File: src/rtl/jesd_tm_pkg.sv
package jesd_tm_pkg;

  typedef enum logic [1:0] {
    MODE_NORMAL = 2'd0,
    MODE_RILA   = 2'd1,
    MODE_D215   = 2'd2,
    MODE_K285   = 2'd3
  } tmMode_e;

  typedef enum logic [1:0] {
    PH_CGS  = 2'd0,
    PH_ILAS = 2'd1,
    PH_DATA = 2'd2,
    PH_TEST = 2'd3
  } linkPhase_e;

  typedef enum logic [2:0] {
    SEL_COMMA,
    SEL_ALT,
    SEL_MF_START,
    SEL_MF_END,
    SEL_CFG_MARK,
    SEL_INDEX,
    SEL_USER
  } charSel_e;

  localparam logic [7:0] CH_K285 = 8'hBC;
  localparam logic [7:0] CH_D215 = 8'hB5;
  localparam logic [7:0] CH_K280 = 8'h1C;
  localparam logic [7:0] CH_K283 = 8'h7C;
  localparam logic [7:0] CH_K284 = 8'h9C;

  localparam int ILAS_MF_COUNT = 4;
  localparam int CFG_MF_INDEX  = 1;

  // Strobes from control to datapath for one character slot
  typedef struct packed {
    charSel_e   sel;
    linkPhase_e phase;
    logic [7:0] index;
  } charCtrl_t;

endpackage

File: src/rtl/jesd_tm_ctrl.sv
module jesd_tm_ctrl
  import jesd_tm_pkg::*;
#(
  parameter int MF_LEN = 16
) (
  input  logic       clk,
  input  logic       rstN,
  input  logic [1:0] modeSel,
  input  logic       syncN,
  input  logic       mfStrobe,
  output charCtrl_t  slotCtrl
);

  localparam int POS_W    = (MF_LEN > 1) ? $clog2(MF_LEN) : 1;
  localparam int MF_CNT_W = $clog2(ILAS_MF_COUNT);
  localparam logic [POS_W-1:0]    LAST_POS = POS_W'(MF_LEN - 1);
  localparam logic [MF_CNT_W-1:0] LAST_MF  = MF_CNT_W'(ILAS_MF_COUNT - 1);
  localparam logic [MF_CNT_W-1:0] CFG_MF   = MF_CNT_W'(CFG_MF_INDEX);

  tmMode_e             modeQ, modeNext;
  linkPhase_e          phaseQ, phaseNext;
  logic [MF_CNT_W-1:0] mfQ, mfNext;
  logic [POS_W-1:0]    posQ, curPos;
  logic                isFirst, isLast, modeChange;
  charSel_e            selNext;

  // Slot position and effective mode
  always_comb begin
    if (mfStrobe || posQ == LAST_POS) curPos = '0;
    else                              curPos = posQ + 1'b1;
    isFirst    = (curPos == '0);
    isLast     = (curPos == LAST_POS);
    modeNext   = mfStrobe ? tmMode_e'(modeSel) : modeQ;
    modeChange = mfStrobe && (modeNext != modeQ);
  end

  // Phase sequencing
  always_comb begin
    phaseNext = phaseQ;
    mfNext    = mfQ;
    if (modeNext == MODE_D215 || modeNext == MODE_K285) begin
      phaseNext = PH_TEST;
      mfNext    = '0;
    end else if (!syncN || modeChange || phaseQ == PH_TEST) begin
      phaseNext = PH_CGS;
      mfNext    = '0;
    end else begin
      case (phaseQ)
        PH_CGS: begin
          if (mfStrobe) begin
            phaseNext = PH_ILAS;
            mfNext    = '0;
          end
        end
        PH_ILAS: begin
          if (mfStrobe) begin
            if (mfQ == LAST_MF) begin
              mfNext = '0;
              if (modeNext == MODE_NORMAL) phaseNext = PH_DATA;
            end else begin
              mfNext = mfQ + 1'b1;
            end
          end
        end
        default: ;
      endcase
    end
  end

  // Character choice for this slot
  always_comb begin
    case (phaseNext)
      PH_TEST: selNext = (modeNext == MODE_D215) ? SEL_ALT : SEL_COMMA;
      PH_ILAS: begin
        if (isFirst)                                        selNext = SEL_MF_START;
        else if (isLast)                                    selNext = SEL_MF_END;
        else if (mfNext == CFG_MF && curPos == POS_W'(1))   selNext = SEL_CFG_MARK;
        else                                                selNext = SEL_INDEX;
      end
      PH_DATA: selNext = SEL_USER;
      default: selNext = SEL_COMMA;
    endcase
    slotCtrl.sel   = selNext;
    slotCtrl.phase = phaseNext;
    slotCtrl.index = 8'(curPos);
  end

  always_ff @(posedge clk or negedge rstN) begin
    if (!rstN) begin
      modeQ  <= MODE_NORMAL;
      phaseQ <= PH_CGS;
      mfQ    <= '0;
      posQ   <= LAST_POS;
    end else begin
      modeQ  <= modeNext;
      phaseQ <= phaseNext;
      mfQ    <= mfNext;
      posQ   <= curPos;
    end
  end

endmodule

File: src/rtl/jesd_tm_datapath.sv
module jesd_tm_datapath
  import jesd_tm_pkg::*;
(
  input  logic       clk,
  input  logic       rstN,
  input  charCtrl_t  slotCtrl,
  input  logic [7:0] userData,
  output logic [7:0] txData,
  output logic       txIsK,
  output logic [1:0] txPhase
);

  logic [7:0] charNext;
  logic       kNext;

  always_comb begin
    case (slotCtrl.sel)
      SEL_ALT:      begin charNext = CH_D215;        kNext = 1'b0; end
      SEL_MF_START: begin charNext = CH_K280;        kNext = 1'b1; end
      SEL_MF_END:   begin charNext = CH_K283;        kNext = 1'b1; end
      SEL_CFG_MARK: begin charNext = CH_K284;        kNext = 1'b1; end
      SEL_INDEX:    begin charNext = slotCtrl.index; kNext = 1'b0; end
      SEL_USER:     begin charNext = userData;       kNext = 1'b0; end
      default:      begin charNext = CH_K285;        kNext = 1'b1; end
    endcase
  end

  always_ff @(posedge clk or negedge rstN) begin
    if (!rstN) begin
      txData  <= CH_K285;
      txIsK   <= 1'b1;
      txPhase <= PH_CGS;
    end else begin
      txData  <= charNext;
      txIsK   <= kNext;
      txPhase <= slotCtrl.phase;
    end
  end

endmodule

File: src/rtl/jesd_test_mode_seq.sv
module jesd_test_mode_seq
  import jesd_tm_pkg::*;
#(
  parameter int MF_LEN = 16
) (
  input  logic       clk,
  input  logic       rstN,
  input  logic [1:0] modeSel,
  input  logic       syncN,
  input  logic       mfStrobe,
  input  logic [7:0] userData,
  output logic [7:0] txData,
  output logic       txIsK,
  output logic [1:0] txPhase
);

  charCtrl_t slotCtrl;

  jesd_tm_ctrl #(.MF_LEN(MF_LEN)) i_ctrl (
    .clk      (clk),
    .rstN     (rstN),
    .modeSel  (modeSel),
    .syncN    (syncN),
    .mfStrobe (mfStrobe),
    .slotCtrl (slotCtrl)
  );

  jesd_tm_datapath i_datapath (
    .clk      (clk),
    .rstN     (rstN),
    .slotCtrl (slotCtrl),
    .userData (userData),
    .txData   (txData),
    .txIsK    (txIsK),
    .txPhase  (txPhase)
  );

endmodule

File: config.mk
export PLATFORM = sky130hd
export DESIGN_NAME = jesd_test_mode_seq
export DESIGN_NICKNAME = d
export VERILOG_FILES = /design/src/rtl/jesd_tm_pkg.sv /design/src/rtl/jesd_tm_ctrl.sv /design/src/rtl/jesd_tm_datapath.sv /design/src/rtl/jesd_test_mode_seq.sv
export SDC_FILE = /design/constraint.sdc
export NUM_CORES = 1
export LEC_CHECK = 0
export BUFFER_PORTS_ARGS = -buffer_cell sky130_fd_sc_hd__buf_4
export CORE_MARGIN = 4
export CORE_UTILIZATION = 40
export DETAILED_ROUTE_END_ITERATION = 6
export GPL_TIMING_DRIVEN = 0
export SLEW_MARGIN = 20
export SYNTH_ARGS = -nofsm -noshare
export SYNTH_HDL_FRONTEND = slang
export SYNTH_SLANG_ARGS = --single-unit
File: constraint.sdc
create_clock -name clk -period 2.2 [get_ports clk]
set_clock_uncertainty 0.05 [all_clocks]
set_input_delay 0.22 -clock clk [delete_from_list [all_inputs] [get_ports clk]]
set_output_delay 0.22 -clock clk [all_outputs]
set_load 0.005 [all_outputs]
==> reports/qor.json <==
{
  "run_status": {
    "run_status": "finished clean"
  },
  "cts": {
    "clkSlewWorstSetupHoldPaths_ns": 0.11,
    "cts_tree": "built",
    "root_buffer": "sky130_fd_sc_hd__clkbuf_4",
    "clock_tree.buffer_depth": 2,
    "numCtsBuffers": 3,
    "clock_sinks": 19,
    "cts-htree-levels": 1,
    "worst_skew_pair.late_latency_ns": 0.30
  },
  "detailed_routing": {
    "dr.pass1.iters": 4,
    "routed_wirelength_mm": 2.58,
    "remaining_antenna_violation_count_after_routing": 0,
    "vias_per_cell": 5.48,
    "drt_iter0_markers": 21,
    "number_of_remaining_drc_errors": 0,
    "vias": 970,
    "routed_wire_length_per_instance_um": 14.6
  },
  "synthesis": {
    "synthesis.area_per_instance_um2": 9.69,
    "synthesis.nets": 134,
    "synthesis.area_um2": 1130,
    "synth_top_family_by_area": "compound AO/OA/AOI/OAI gates",
    "post_synth_mux_area_share_pct": 1.88,
    "synth_seq_cells": 19,
    "synth-compound-area-share_pct": 27.7,
    "synth.yosys.warnings": 0,
    "syn-instance-count": 117,
    "synth_adder_area_share_pct": 3.31,
    "seq_area_frac_synth_pct": 43.0,
    "synth_simple_gate_area_share_pct": 18.0,
    "synth.lib_cells_used.distinct": 42,
    "synth-xor-area-share_pct": 2.32
  },
  "global_routing": {
    "antenna_found_initial": 0,
    "grt_pass1_vias": 940,
    "globalRoute.totalOverflow": 0,
    "maximum_number_of_pins_on_one_net_before_global_route_repair": 20,
    "grt_use_total_pct": 14.9,
    "grt_first_pass_wirelength_mm": 4.19
  },
  "floorplanning": {
    "die_area_um2": 3750,
    "die_height_um": 61.2,
    "core_region_area_um2": 2730,
    "fp.dieW_um": 61.2,
    "num_rows": 19,
    "initial_core_util_pct": 41.5,
    "io-pin-count": 25
  },
  "setup_path": {
    "rrSetupSlack_ns": 0.17,
    "critical_path.endpoint_type": "register",
    "critical_path_required_ns": 2.37,
    "timing.setup.critical_path_class": "register to register",
    "reg2regPathDepth": 6,
    "worst-path-max-fanout": 5,
    "worst_setup_path_endpoint": "i_datapath.txData[5]",
    "regToRegEndpoint": "i_datapath.txData[5]",
    "r2r_start": "i_ctrl.posQ[0]",
    "critical_path_source": "i_ctrl.posQ[0]",
    "worst_ep_arrival_time_ns": 2.20,
    "critical_path.startpoint_type": "register"
  },
  "cells_and_area": {
    "drive_above_1_share_pct": 34.2,
    "postLayoutCoreUtil_pct": 50.9,
    "area_growth_pct": 22.7,
    "antennaDiodeCount": 0,
    "nNetsFinal": 164,
    "filler_cell_count": 253
  },
  "sta": {
    "max_freq_ghz": 0.492,
    "setup_viol_count_final": 0,
    "drv_slew": 0,
    "worst-slew-pin-transition_ns": 0.463,
    "relSlewSlack_pct": 68.8,
    "finalHoldViolations": 0,
    "rsz0062_at_grt": "no",
    "fin_crit_sh_pct": 92.4,
    "period_minus_slack_ns": 2.03
  },
  "run": {
    "cap_viol_max_count": 0
  },
  "power": {
    "power_density_nw_per_um2": 571,
    "vdd.ir_drop.worst_mv": 0.368,
    "leakage_nw": 0.600,
    "design_power_total_mw": 0.794
  },
  "placement": {
    "dp_hpwl_mm": 2.02,
    "globalplace.congestion": 0.849,
    "io_buffer_count": 24
  },
  "worst_hold_path": {
    "path_category_of_the_worst_min_delay_check": "input port to register"
  }
}
-- how the worst min path moves through the flow --
stage	cells past startpoint	to	start	slack [ns]
final	3	i_datapath.txData[3]	userData[3]	0.08
after CTS	3	i_datapath.txData[3]	userData[3]	0.08
after floorplan	0	i_ctrl.mfQ[0]	rstN	-0.13
after detailed placement	1	i_datapath.txData[1]	rstN	0.06
after global placement	1	i_ctrl.modeQ[0]	rstN	0.06
after global routing	2	i_datapath.txData[1]	userData[1]	0.08
-- critical path, stage by stage (launching register included) --
cell                       delay, ns
sky130_fd_sc_hd__dfstp_2        0.59
sky130_fd_sc_hd__ha_2           0.24
sky130_fd_sc_hd__nor3_1         0.07
sky130_fd_sc_hd__a311o_1        0.40
sky130_fd_sc_hd__a22oi_2        0.22
sky130_fd_sc_hd__a21oi_1        0.13
sky130_fd_sc_hd__o211ai_1       0.23
-- cell families after synthesis --
kind of cell,count (synthesis)
compound gates,40
xor+xnor,3
fa+ha+maj,3
buf+inv,10
flops,19
mux,2
simple gates,40
-- per-stage QoR --
stage / instance area (um2) / hold slack [ns] / setup TNS, ns / setup WS (ns) / cells
after floorplan: 1130 / -0.126 / 0 / 0.291 / 117
after global placement: 1350 / 0.0561 / -0.0436 / -0.0334 / 172
after detailed placement: 1350 / 0.0582 / -0.0949 / -0.0362 / 172
after CTS: 1390 / 0.0779 / 0 / 0.147 / 177
after global routing: 1390 / 0.0814 / 0 / 0.0262 / 177
final: 1390 / 0.0790 / 0 / 0.168 / 177
-- where the power goes --
part	switching (mW)	internal (mW)	leakage [nW]
clock	0.110	0.0707	0.0150
combinational	0.102	0.0981	0.365
sequential	0.0268	0.387	0.219
-- cell type report --
cell class                      count  area (um2)  area share, %
Multi-Input combinational cell     88         606           43.5
Sequential cell                    19         488           35.1
Timing Repair Buffer               25         190           13.7
Tap cell                           31        38.8           2.79
Inverter                            8        30.0           2.16
Clock buffer                        4        26.3           1.89
Buffer                              2        12.5          0.899
-- per-layer routing --
metal	up-vias	global-route usage, %	part of all wire (%)
li1	497	-	-
met1	457	18.6	45
met2	14	25.5	50
met3	2	4.40	4.1
met4	0	2.79	0.47
met5	-	0	0
-- cells in the mapped netlist --
library cell                number  area [um2]
sky130_fd_sc_hd__dfstp_2        10         263
sky130_fd_sc_hd__nand2_1        10        37.5
sky130_fd_sc_hd__dfrtp_1         9         225
sky130_fd_sc_hd__nor2_1          9        33.8
sky130_fd_sc_hd__o21ai_0         9        45.0
sky130_fd_sc_hd__a21oi_1         8        40.0
sky130_fd_sc_hd__inv_1           8        30.0
sky130_fd_sc_hd__nor3_1          5        25.0
sky130_fd_sc_hd__nand3_1         4        20.0
sky130_fd_sc_hd__and2_1          3        18.8
sky130_fd_sc_hd__ha_1            3        37.5
sky130_fd_sc_hd__o2111ai_1       3        26.3
sky130_fd_sc_hd__a21o_1          2        15.0
sky130_fd_sc_hd__a31o_2          2        17.5
sky130_fd_sc_hd__a31oi_1         2        12.5
sky130_fd_sc_hd__o211ai_1        2        15.0
sky130_fd_sc_hd__o21a_1          2        15.0
sky130_fd_sc_hd__xor2_1          2        17.5
sky130_fd_sc_hd__a2111oi_4       1        27.5
sky130_fd_sc_hd__a22oi_2         1        12.5
sky130_fd_sc_hd__a311o_1         1        10.0
sky130_fd_sc_hd__a32o_1          1        10.0
sky130_fd_sc_hd__a32oi_1         1        8.76
sky130_fd_sc_hd__and2_4          1        8.76
sky130_fd_sc_hd__and3_1          1        6.26
sky130_fd_sc_hd__buf_2           1        5.00
sky130_fd_sc_hd__buf_4           1        7.51
sky130_fd_sc_hd__mux2_2          1        11.3
sky130_fd_sc_hd__mux2i_1         1        10.0
sky130_fd_sc_hd__nand2b_1        1        6.26
sky130_fd_sc_hd__nand2b_4        1        13.8
sky130_fd_sc_hd__nand3b_1        1        7.51
sky130_fd_sc_hd__nor2b_1         1        6.26
sky130_fd_sc_hd__nor3b_1         1        7.51
sky130_fd_sc_hd__nor4_1          1        6.26
sky130_fd_sc_hd__o2111a_1        1        11.3
sky130_fd_sc_hd__o22ai_1         1        6.26
sky130_fd_sc_hd__o311ai_2        1        16.3
sky130_fd_sc_hd__o31a_1          1        8.76
sky130_fd_sc_hd__o41ai_2         1        16.3
sky130_fd_sc_hd__or2_2           1        6.26
sky130_fd_sc_hd__xnor2_1         1        8.76
-- cell usage in the layout (no fill, tap or decap), types with 2 or more instances in the layout --
master	netlist	final
sky130_fd_sc_hd__dfrtp_1	9	9
sky130_fd_sc_hd__ha_1	3	2
sky130_fd_sc_hd__o21ai_0	9	9
sky130_fd_sc_hd__buf_4	1	25
sky130_fd_sc_hd__dfstp_2	10	10
sky130_fd_sc_hd__a31oi_1	2	2
sky130_fd_sc_hd__o21a_1	2	2
sky130_fd_sc_hd__nand3_1	4	4
sky130_fd_sc_hd__o2111ai_1	3	3
sky130_fd_sc_hd__o211ai_1	2	2
sky130_fd_sc_hd__nor2_1	9	9
sky130_fd_sc_hd__nand2_1	10	10
sky130_fd_sc_hd__a31o_2	2	2
sky130_fd_sc_hd__clkbuf_4	0	3
sky130_fd_sc_hd__and2_1	3	3
sky130_fd_sc_hd__a21o_1	2	2
sky130_fd_sc_hd__inv_1	8	8
sky130_fd_sc_hd__nor3_1	5	5
sky130_fd_sc_hd__a21oi_1	8	8
sky130_fd_sc_hd__xor2_1	2	2
-- timing repair --
action                                  CTS  global route
buffers inserted                          0             0
endpoints found under the setup margin    0             4
resized for setup                         0             1
hold buffers                              1             0
endpoints found under the hold margin    19             0
-- sequential cells by signal, summed over array words and instances (netlist names) --
| name | count |
|---|---|
| i_datapath.txIsK | 1 |
| i_datapath.txData | 8 |
| i_ctrl.mfQ | 2 |
| i_ctrl.modeQ | 2 |
| i_datapath.txPhase | 2 |
| i_ctrl.posQ | 4 |
(Power assumes the default switching activity.)
